==> src/rtl/cal_pkg.sv <==
package cal_pkg;
  localparam int ADDR_W = 8;
  localparam int DATA_W = 32;
  localparam logic [15:0] CTRL_KEY = 16'h16AA;
  localparam logic [ADDR_W-1:0] ADDR_CTRL  = 8'h00;
  localparam logic [ADDR_W-1:0] ADDR_PRESC = 8'h08;
  localparam logic [ADDR_W-1:0] ADDR_DATE  = 8'h10;
  localparam logic [ADDR_W-1:0] ADDR_TIME  = 8'h14;
  localparam int PRESC_W = 5;

  typedef struct packed {
    logic [4:0] hour;
    logic [5:0] min;
    logic [5:0] sec;
  } calTime_t;

  typedef struct packed {
    logic       leap;
    logic [5:0] year;
    logic [3:0] month;
    logic [4:0] day;
  } calDate_t;

  // strobes from control to datapath
  typedef struct packed {
    logic secTick;
    logic captureTime;
    logic captureDate;
    logic loadTime;
    logic loadDate;
  } calStrobe_t;

  function automatic logic [4:0] monthDays(input logic [3:0] month, input logic leap);
    case (month)
      4'd4, 4'd6, 4'd9, 4'd11: monthDays = 5'd30;
      4'd2:                    monthDays = leap ? 5'd29 : 5'd28;
      default:                 monthDays = 5'd31;
    endcase
  endfunction
endpackage

==> src/rtl/cal_commit_seq.sv <==
module cal_commit_seq #(
  parameter int COMMIT_TICKS = 3
) (
  input  logic clk,
  input  logic rstN,
  input  logic wrReq,
  input  logic slowTick,
  output logic accept,
  output logic busy,
  output logic commit
);
  localparam int CNT_W = $clog2(COMMIT_TICKS + 1);
  localparam logic [CNT_W-1:0] LAST = CNT_W'(COMMIT_TICKS - 1);

  logic [CNT_W-1:0] tickCnt;

  assign accept = wrReq && !busy;
  assign commit = busy && slowTick && (tickCnt == LAST);

  always_ff @(posedge clk) begin
    if (!rstN) begin
      busy    <= 1'b0;
      tickCnt <= '0;
    end else if (accept) begin
      busy    <= 1'b1;
      tickCnt <= '0;
    end else if (commit) begin
      busy    <= 1'b0;
      tickCnt <= '0;
    end else if (busy && slowTick) begin
      tickCnt <= tickCnt + 1'b1;
    end
  end
endmodule

==> src/rtl/cal_ctrl.sv <==
module cal_ctrl
  import cal_pkg::*;
#(
  parameter int SLOW_PER_SEC = 32768,
  parameter int COMMIT_TICKS = 3
) (
  input  logic              clk,
  input  logic              rstN,
  input  logic              busWr,
  input  logic              busRd,
  input  logic [ADDR_W-1:0] busAddr,
  input  logic [DATA_W-1:0] busWdata,
  input  logic              intOscEn,
  input  logic              extOscEn,
  input  calTime_t          curTime,
  input  calDate_t          curDate,
  output calStrobe_t        strobe,
  output logic [DATA_W-1:0] busRdata,
  output logic              extSel,
  output logic              timeBusy,
  output logic              dateBusy
);
  localparam int SEC_W = $clog2(SLOW_PER_SEC + 1);
  localparam logic [SEC_W-1:0] SEC_LAST = SEC_W'(SLOW_PER_SEC - 1);

  logic [PRESC_W-1:0] presc;
  logic [PRESC_W-1:0] intDiv;
  logic [SEC_W-1:0]   secDiv;
  logic               intTick;
  logic               slowTick;
  logic               prescWr;
  logic [1:0]         wrReq;
  logic [1:0]         accept;
  logic [1:0]         busy;
  logic [1:0]         commit;

  assign prescWr  = busWr && (busAddr == ADDR_PRESC);
  assign intTick  = !extSel && intOscEn && (intDiv >= presc);
  assign slowTick = extSel ? extOscEn : intTick;

  // guarded control word
  always_ff @(posedge clk) begin
    if (!rstN) begin
      extSel <= 1'b0;
      presc  <= '0;
    end else begin
      if (busWr && (busAddr == ADDR_CTRL) && (busWdata[31:16] == CTRL_KEY))
        extSel <= busWdata[0];
      if (prescWr)
        presc <= busWdata[PRESC_W-1:0];
    end
  end

  // internal oscillator divider and seconds divider
  always_ff @(posedge clk) begin
    if (!rstN) begin
      intDiv <= '0;
      secDiv <= '0;
    end else begin
      if (extSel || prescWr)       intDiv <= '0;
      else if (intTick)            intDiv <= '0;
      else if (intOscEn)           intDiv <= intDiv + 1'b1;
      if (slowTick)
        secDiv <= (secDiv == SEC_LAST) ? '0 : secDiv + 1'b1;
    end
  end

  assign wrReq[0] = busWr && (busAddr == ADDR_TIME);
  assign wrReq[1] = busWr && (busAddr == ADDR_DATE);

  for (genvar g = 0; g < 2; g++) begin : gSeq
    cal_commit_seq #(.COMMIT_TICKS(COMMIT_TICKS)) u_seq (
      .clk     (clk),
      .rstN    (rstN),
      .wrReq   (wrReq[g]),
      .slowTick(slowTick),
      .accept  (accept[g]),
      .busy    (busy[g]),
      .commit  (commit[g])
    );
  end

  assign timeBusy = busy[0];
  assign dateBusy = busy[1];

  always_comb begin
    strobe.secTick     = slowTick && (secDiv == SEC_LAST);
    strobe.captureTime = accept[0];
    strobe.captureDate = accept[1];
    strobe.loadTime    = commit[0];
    strobe.loadDate    = commit[1];
  end

  // registered readback
  always_ff @(posedge clk) begin
    if (!rstN) begin
      busRdata <= '0;
    end else if (busRd) begin
      case (busAddr)
        ADDR_CTRL:  busRdata <= {22'd0, 1'b0, timeBusy, dateBusy, 6'd0, extSel};
        ADDR_PRESC: busRdata <= {{(DATA_W-PRESC_W){1'b0}}, presc};
        ADDR_DATE:  busRdata <= {9'd0, curDate.leap, curDate.year, 4'd0,
                                 curDate.month, 3'd0, curDate.day};
        ADDR_TIME:  busRdata <= {11'd0, curTime.hour, 2'd0, curTime.min,
                                 2'd0, curTime.sec};
        default:    busRdata <= '0;
      endcase
    end
  end
endmodule

==> src/rtl/cal_datapath.sv <==
module cal_datapath
  import cal_pkg::*;
(
  input  logic              clk,
  input  logic              rstN,
  input  calStrobe_t        strobe,
  input  logic [DATA_W-1:0] busWdata,
  output calTime_t          curTime,
  output calDate_t          curDate
);
  calTime_t pendTime;
  calDate_t pendDate;
  calTime_t nextTime;
  calDate_t nextDate;
  logic     secWrap;
  logic     minWrap;
  logic     hourWrap;
  logic     dayCarry;
  logic     dayLast;
  logic     monthLast;
  logic [5:0] yearInc;
  logic     unusedWdata;

  assign unusedWdata = ^{busWdata[31:23], busWdata[15:14], busWdata[7:6]};

  assign secWrap   = curTime.sec == 6'd59;
  assign minWrap   = curTime.min == 6'd59;
  assign hourWrap  = curTime.hour == 5'd23;
  assign dayCarry  = strobe.secTick && !strobe.loadTime && secWrap && minWrap && hourWrap;
  assign dayLast   = curDate.day >= monthDays(curDate.month, curDate.leap);
  assign monthLast = curDate.month >= 4'd12;
  assign yearInc   = curDate.year + 6'd1;

  always_comb begin
    nextTime = curTime;
    if (strobe.secTick) begin
      if (secWrap) begin
        nextTime.sec = '0;
        if (minWrap) begin
          nextTime.min  = '0;
          nextTime.hour = hourWrap ? 5'd0 : curTime.hour + 5'd1;
        end else begin
          nextTime.min = curTime.min + 6'd1;
        end
      end else begin
        nextTime.sec = curTime.sec + 6'd1;
      end
    end
  end

  always_comb begin
    nextDate = curDate;
    if (dayCarry) begin
      if (dayLast) begin
        nextDate.day = 5'd1;
        if (monthLast) begin
          nextDate.month = 4'd1;
          nextDate.year  = yearInc;
          // (year + 1970) mod 4 == 0  <=>  year mod 4 == 2
          nextDate.leap  = yearInc[1:0] == 2'd2;
        end else begin
          nextDate.month = curDate.month + 4'd1;
        end
      end else begin
        nextDate.day = curDate.day + 5'd1;
      end
    end
  end

  always_ff @(posedge clk) begin
    if (!rstN) begin
      pendTime <= '0;
      pendDate <= '0;
      curTime  <= '0;
      curDate  <= '{leap: 1'b0, year: 6'd0, month: 4'd1, day: 5'd1};
    end else begin
      if (strobe.captureTime)
        pendTime <= '{hour: busWdata[20:16], min: busWdata[13:8], sec: busWdata[5:0]};
      if (strobe.captureDate)
        pendDate <= '{leap: busWdata[22], year: busWdata[21:16],
                      month: busWdata[11:8], day: busWdata[4:0]};
      curTime <= strobe.loadTime ? pendTime : nextTime;
      curDate <= strobe.loadDate ? pendDate : nextDate;
    end
  end
endmodule

==> src/rtl/cal_clock.sv <==
module cal_clock
  import cal_pkg::*;
#(
  parameter int SLOW_PER_SEC = 32768,
  parameter int COMMIT_TICKS = 3
) (
  input  logic              clk,
  input  logic              rstN,
  input  logic              busWr,
  input  logic              busRd,
  input  logic [ADDR_W-1:0] busAddr,
  input  logic [DATA_W-1:0] busWdata,
  output logic [DATA_W-1:0] busRdata,
  input  logic              intOscEn,
  input  logic              extOscEn
);
  calStrobe_t strobe;
  calTime_t   curTime;
  calDate_t   curDate;
  logic       extSel;
  logic       timeBusy;
  logic       dateBusy;

  cal_ctrl #(.SLOW_PER_SEC(SLOW_PER_SEC), .COMMIT_TICKS(COMMIT_TICKS)) u_ctrl (
    .clk     (clk),
    .rstN    (rstN),
    .busWr   (busWr),
    .busRd   (busRd),
    .busAddr (busAddr),
    .busWdata(busWdata),
    .intOscEn(intOscEn),
    .extOscEn(extOscEn),
    .curTime (curTime),
    .curDate (curDate),
    .strobe  (strobe),
    .busRdata(busRdata),
    .extSel  (extSel),
    .timeBusy(timeBusy),
    .dateBusy(dateBusy)
  );

  cal_datapath u_dp (
    .clk     (clk),
    .rstN    (rstN),
    .strobe  (strobe),
    .busWdata(busWdata),
    .curTime (curTime),
    .curDate (curDate)
  );
endmodule

==> config.mk <==
export PLATFORM = sky130hd
export DESIGN_NAME = cal_clock
export DESIGN_NICKNAME = d
export VERILOG_FILES = /design/src/rtl/cal_pkg.sv /design/src/rtl/cal_commit_seq.sv /design/src/rtl/cal_ctrl.sv /design/src/rtl/cal_datapath.sv /design/src/rtl/cal_clock.sv
export SDC_FILE = /design/constraint.sdc
export NUM_CORES = 1
export LEC_CHECK = 0
export CAP_MARGIN = 10
export CORE_MARGIN = 2
export CORE_UTILIZATION = 47
export CTS_BUF_LIST = sky130_fd_sc_hd__clkbuf_8
export CTS_CLUSTER_SIZE = 30
export DETAILED_ROUTE_END_ITERATION = 8
export PLACE_DENSITY = 0.75
export SYNTH_ARGS = -nofsm -noshare
export SYNTH_HDL_FRONTEND = slang
export SYNTH_HIERARCHICAL = 1
export SYNTH_SLANG_ARGS = --single-unit
==> constraint.sdc <==
create_clock -name clk -period 4.7 [get_ports clk]
set_clock_uncertainty 0.05 [all_clocks]
set_input_delay 0.94 -clock clk [delete_from_list [all_inputs] [get_ports clk]]
set_output_delay 0.94 -clock clk [all_outputs]
set_load 0.005 [all_outputs]
* Word-level counts from Yosys, hierarchy flattened
Index checks and enable logic that the tools add are counted.
Cells by class: eq/ne operators 16, bitwise gates (word level) 1, add/sub/neg operators 10, $lt $le $gt $ge 3, reduce and logical (&&, ||, !) cells 40, muxes and demuxes 22
Operators with widths (count):
- 23-bit case mux with 4 select lines | 1
- 16-bit two-way mux | 3
- 17-bit two-way mux | 2
- 11-bit two-way mux | 2
- 6-bit by 1-bit adder with 6-bit output, second input constant | 3
- 1-bit logical AND | 18
- 16-bit by 1-bit adder with 16-bit output, second input constant | 1
- 16-bit by 13-bit == test with 1-bit output, second input constant | 1
- 16-bit by 15-bit == test with 1-bit output, second input constant | 1
- 8-bit by 5-bit == test with 1-bit output, second input constant | 2
- 2-bit nonzero test | 8
- 5-bit by 1-bit adder with 5-bit output, second input constant | 3
- 5-bit two-way mux | 3
- 6-bit == test, second input constant | 2
- 6-bit two-way mux | 2
- 5-bit greater-or-equal comparator | 2
- 5-bit case mux with 2 select lines | 1
- 3-bit OR reduction | 3
- 4-bit by 3-bit == test with 1-bit output, second input constant | 2
- 4-bit == test, second input constant | 2
- 8-bit by 4-bit == test with 1-bit output, second input constant | 1
- 8-bit logical NOT | 1
- 7-bit two-way mux | 1
- 2-bit == test, second input constant | 3
- other kinds (13) | 24
Storage, ports and cells: output and inout port bits 32, flip-flop bits (word level) 131, input bits 46

* Longest topological paths before layout
depth in word-level cells 13, mapped depth 15

* Cells and area by module
The synthesis kept the hierarchy.
By module, submodules not included:
- cal_datapath | area an instance 3324.4 um2, times used 1, cells each 365
- cal_ctrl | area an instance 2615.0 um2, times used 1, cells each 315
- cal_commit_seq | area an instance 170.2 um2, times used 2, cells each 18

* Worst setup path after synthesis
No wires, ideal clock.
path kind input to register, start input port intOscEn, end register u_dp/curTime[10] (netlist name), setup slack 1.094 ns, arrival time 3.482 ns, path buffers 5, setup time 0.074 ns, cell stages on the path 14, path through buf_6 > nand2b_4 > or2_0 > o221a_4 > buf_2 > buf_4 > nor3_1 > buf_2 > and3b_1 > and2_1 > clkbuf_1 > nand2_1 > or4bb_1 > a31oi_1
RTL lines:
- start: declaration | line cal_clock.sv:14 | input logic intOscEn,

==> impl_metrics.xml <==
<?xml version="1.0" encoding="UTF-8"?>
<metrics>
  <group name="clock_network">
    <metric name="root_buffer" unit="">sky130_fd_sc_hd__clkbuf_8</metric>
    <metric name="insertion_delay" unit="ns">0.44</metric>
    <metric name="cts_num_sinks" unit="">119</metric>
    <metric name="clkSlewWorstSetupHoldPaths" unit="ns">0.06</metric>
    <metric name="tritoncts" unit="">done</metric>
    <metric name="cts_hold_buffers" unit="">0</metric>
    <metric name="cts_resized" unit="">0</metric>
    <metric name="cts_made_buffers" unit="">17</metric>
    <metric name="cts.path.max_buffers" unit="">2</metric>
    <metric name="cts_setup_buffers" unit="">0</metric>
    <metric name="htreeDepth" unit="">4</metric>
  </group>
  <group name="route">
    <metric name="route.final.wire_length" unit="mm">15.9</metric>
    <metric name="routed_wire_length_per_instance" unit="um">16.7</metric>
    <metric name="drc_errors" unit="">0</metric>
    <metric name="drtPass1Iterations" unit="">5</metric>
    <metric name="vias_per_cell" unit="">5.74</metric>
    <metric name="dr_total_vias" unit="">5469</metric>
    <metric name="dr.first_iter.drc_count" unit="">462</metric>
    <metric name="detail-route-antenna-nets" unit="">0</metric>
  </group>
  <group name="sta">
    <metric name="final_max_slew_viol_count" unit="">0</metric>
    <metric name="timing.setup.tns" unit="ns">0</metric>
    <metric name="layout_worst_path_cycle_share" unit="">0.820</metric>
    <metric name="worst_slack" unit="ns">0.847</metric>
    <metric name="setup_viol" unit="">0</metric>
    <metric name="final_hold_viols" unit="">0</metric>
    <metric name="max_freq" unit="GHz">0.260</metric>
    <metric name="slew_headroom" unit="">0.488</metric>
    <metric name="timing_worst_slew_pin_value" unit="ns">0.768</metric>
    <metric name="min_period" unit="ns">3.85</metric>
    <metric name="rsz0062_at_grt" unit="">no</metric>
  </group>
  <group name="critical_path">
    <metric name="critical-path-max-stage-delay" unit="ns">0.66</metric>
    <metric name="path_max_fanout" unit="">25</metric>
    <metric name="cp_num_buf_inv" unit="">2</metric>
    <metric name="slowest_stage" unit="">sky130_fd_sc_hd__clkdlybuf4s50_1</metric>
    <metric name="r2r_slack" unit="ns">0.93</metric>
    <metric name="worst-endpoint-required" unit="ns">5.02</metric>
    <metric name="critPathArrivalTime" unit="ns">4.17</metric>
    <metric name="setup.worst_path.end_class" unit="">flip-flop</metric>
    <metric name="timing.reg2reg.worst_path_depth" unit="">13</metric>
    <metric name="cpLargestDelayFamily" unit="">simple AND/OR/NAND/NOR gates</metric>
    <metric name="crit_chain" unit="">clkdlybuf4s50_1, nand2b_4, or2_0, o221a_4, nor3_1, nand2b_1, or3_1, nor4_1, buf_4, mux2_2, o21ai_0</metric>
    <metric name="timing.critical_path.from_type" unit="">input pin</metric>
    <metric name="reg_to_reg_endpoint" unit="">u_dp/curDate[10]$_SDFFE_PN0P_</metric>
    <metric name="reg2reg_from" unit="">u_ctrl/presc[2]$_SDFFE_PN0P_</metric>
    <metric name="critical_path_class" unit="">in -&gt; reg</metric>
  </group>
  <group name="min_path">
    <metric name="min_to" unit="">u_ctrl/busRdata[22]$_SDFFE_PN0P_</metric>
    <metric name="critical_hold_path_startpoint" unit="">u_ctrl/busRdata[22]$_SDFFE_PN0P_</metric>
    <metric name="hold_class" unit="">reg -&gt; reg</metric>
    <metric name="min_path_cells" unit="">2</metric>
  </group>
  <group name="synthesis">
    <metric name="distinct_cells_synth" unit="">74</metric>
    <metric name="yosysWarnings" unit="">6</metric>
    <metric name="synthTopCellsByArea" unit="">sky130_fd_sc_hd__dfxtp_1 (38%), sky130_fd_sc_hd__mux2i_1 (9.4%), sky130_fd_sc_hd__ha_1 (4.2%)</metric>
    <metric name="sequential_share_of_the_synthesized_area" unit="">0.379</metric>
    <metric name="synth_edf_count" unit="">0</metric>
    <metric name="commonest_register_cell_after_synthesis" unit="">sky130_fd_sc_hd__dfxtp_1</metric>
    <metric name="postSynth.asyncResetShare" unit="">0</metric>
    <metric name="mappedNetlistArea" unit="sq um">6280</metric>
    <metric name="synth.avg_cell_area" unit="sq um">8.77</metric>
    <metric name="synth_top_area_share" unit="">0.379</metric>
    <metric name="synth_top_area_cell" unit="">sky130_fd_sc_hd__dfxtp_1</metric>
    <metric name="cell_count_after_synthesis" unit="">716</metric>
    <metric name="yosys_register_bits" unit="">119</metric>
  </group>
  <group name="placement">
    <metric name="gp_routability_congestion" unit="">0.892</metric>
    <metric name="detailed_place_hpwl" unit="mm">11.5</metric>
    <metric name="dp_worst_setup_slack" unit="ns">0.412</metric>
    <metric name="placedInstanceArea" unit="sq um">6970</metric>
    <metric name="place.port_buffers" unit="">61</metric>
  </group>
  <group name="floorplanning">
    <metric name="die_width" unit="um">120</metric>
    <metric name="die-area" unit="sq um">14300</metric>
    <metric name="design.core.area" unit="sq um">13100</metric>
    <metric name="initial_utilization" unit="">0.478</metric>
    <metric name="row_count" unit="">42</metric>
    <metric name="pin_count" unit="">78</metric>
    <metric name="die_h" unit="um">120</metric>
  </group>
  <group name="global_routing">
    <metric name="wire_length_of_the_first_global_routing_pass" unit="mm">25.9</metric>
    <metric name="antenna_violations_before_repair" unit="">0</metric>
    <metric name="grt-ovfl-total" unit="">0</metric>
    <metric name="global_route.usage.total" unit="">0.228</metric>
    <metric name="grt_start_max_net_pins" unit="">84</metric>
    <metric name="vias_in_the_first_global_route" unit="">5237</metric>
  </group>
  <group name="cells_and_area">
    <metric name="layout.nets" unit="">833</metric>
    <metric name="most-common-layout-cells" unit="">sky130_fd_sc_hd__dfxtp_1 (119), sky130_fd_sc_hd__clkdlybuf4s50_1 (60), sky130_fd_sc_hd__mux2i_1 (59)</metric>
    <metric name="area_delta_synth_final" unit="%">16.9</metric>
    <metric name="n_antenna_cell" unit="">0</metric>
    <metric name="mostFrequentLayoutCell" unit="">sky130_fd_sc_hd__dfxtp_1</metric>
    <metric name="utilization" unit="">0.559</metric>
    <metric name="finalInstanceArea" unit="sq um">7340</metric>
    <metric name="post_route_cells_drive_above_1_share" unit="">0.0837</metric>
  </group>
  <group name="job">
    <metric name="max_cap_violations" unit="">0</metric>
  </group>
  <group name="power">
    <metric name="power.static_leakage" unit="nW">2.63</metric>
    <metric name="ir_worst_vdd" unit="uV">160</metric>
    <metric name="powerDensity" unit="nW/um^2">274</metric>
  </group>
  <group name="status">
    <metric name="run_status" unit="">complete, no violations</metric>
  </group>
</metrics>
-- per-layer routing --
metal	part of all wire	track usage	up-vias
met2	0.46	0.363	188
met1	0.46	0.303	2610
met4	0.016	0.0801	0
li1	-	-	2646
met3	0.071	0.0542	25
met5	0	0	-
-- through the flow --
step | total power, mW | cells | hold WS [ns]
CTS | 2.03 | 953 | 0.422
floorplan | 1.10 | 727 | 0.390
detailed placement | 1.15 | 923 | 0.412
finish | 2.01 | 953 | 0.418
global placement | 1.14 | 923 | 0.401
global route | 2.08 | 953 | 0.440
-- cell type report --
cell class / instances / area, sq um
inverter: 24 / 90.1
tap: 176 / 220
clock buffer: 21 / 289
sequential: 119 / 2380
fill: 1223 / 5790
timing repair buffer: 71 / 681
clock inverter: 9 / 87.6
multi-input combinational: 533 / 3590
-- where the power goes --
group / total [mW] / switching (mW) / internal, mW / leakage, nW
sequential: 1.01 / 0.00308 / 1.01 / 0.959
clock: 0.887 / 0.378 / 0.509 / 0.215
combinational: 0.110 / 0.0565 / 0.0538 / 1.46
total: 2.01 / 0.437 / 1.57 / 2.63
-- worst max path at each step --
| stage | from | end | slack [ns] | depth (start not counted) |
|---|---|---|---|---|
| final | intOscEn | u_dp/curDate[10]$_SDFFE_PN0P_ | 0.85 | 11 |
| after global routing | intOscEn | u_dp/curDate[10]$_SDFFE_PN0P_ | 0.64 | 12 |
| after CTS | intOscEn | u_dp/curDate[10]$_SDFFE_PN0P_ | 0.86 | 11 |
| after detailed placement | intOscEn | u_dp/curDate[10]$_SDFFE_PN0P_ | 0.41 | 11 |
| after global placement | intOscEn | u_dp/curDate[10]$_SDFFE_PN0P_ | 0.46 | 11 |
| after floorplan | intOscEn | u_dp/curTime[10]$_SDFFE_PN0P_ | 1.09 | 14 |
-- cells by family after synthesis --
logic type | Yosys count | share of synthesized area
compound gates | 146 | 0.151
xor+xnor | 8 | 0.0112
fa+ha+maj | 21 | 0.0418
buf+inv | 75 | 0.0550
flops | 119 | 0.379
mux | 70 | 0.114
other cells | 1 | 0.000597
simple gates | 276 | 0.248
-- state kept, by name, summed over array words and instances, names as in the netlist, 5 cells and up --
register         cells
u_dp/curDate        16
u_ctrl/intDiv        5
u_dp/pendTime       17
u_dp/curTime        17
u_dp/pendDate       16
u_ctrl/busRdata     20
u_ctrl/presc         5
u_ctrl/secDiv       16
-- synth_stat cells (all sizes together), types with 3 or more instances --
| cell | n |
|---|---|
| nand2 | 55 |
| or4 | 7 |
| or2 | 4 |
| a21boi | 5 |
| o311a | 3 |
| o31ai | 5 |
| o211a | 6 |
| mux2i | 59 |
| and2 | 5 |
| ha | 21 |
| buf | 23 |
| a21oi | 50 |
| dfxtp | 119 |
| inv | 23 |
| and2b | 4 |
| nand3 | 30 |
| a2bb2oi | 4 |
| a31oi | 7 |
| nand3b | 3 |
| clkbuf | 28 |
| nor2b | 42 |
| a211oi | 3 |
| nand2b | 17 |
| and4 | 3 |
| nor3 | 10 |
| o211ai | 9 |
| xor2 | 6 |
| nor4 | 4 |
| or3 | 9 |
| o21ai | 34 |
| mux2 | 11 |
| nor2 | 44 |
| nor3b | 6 |
| nand4 | 16 |
| and3 | 8 |
-- worst min-delay path, cell delays in order, from the launching register on --
cell                      delay [ns]
sky130_fd_sc_hd__dfxtp_1        0.31
sky130_fd_sc_hd__nand2_1        0.06
sky130_fd_sc_hd__a21oi_1        0.05
No activity file was read; power rests on OpenSTA's default activity.
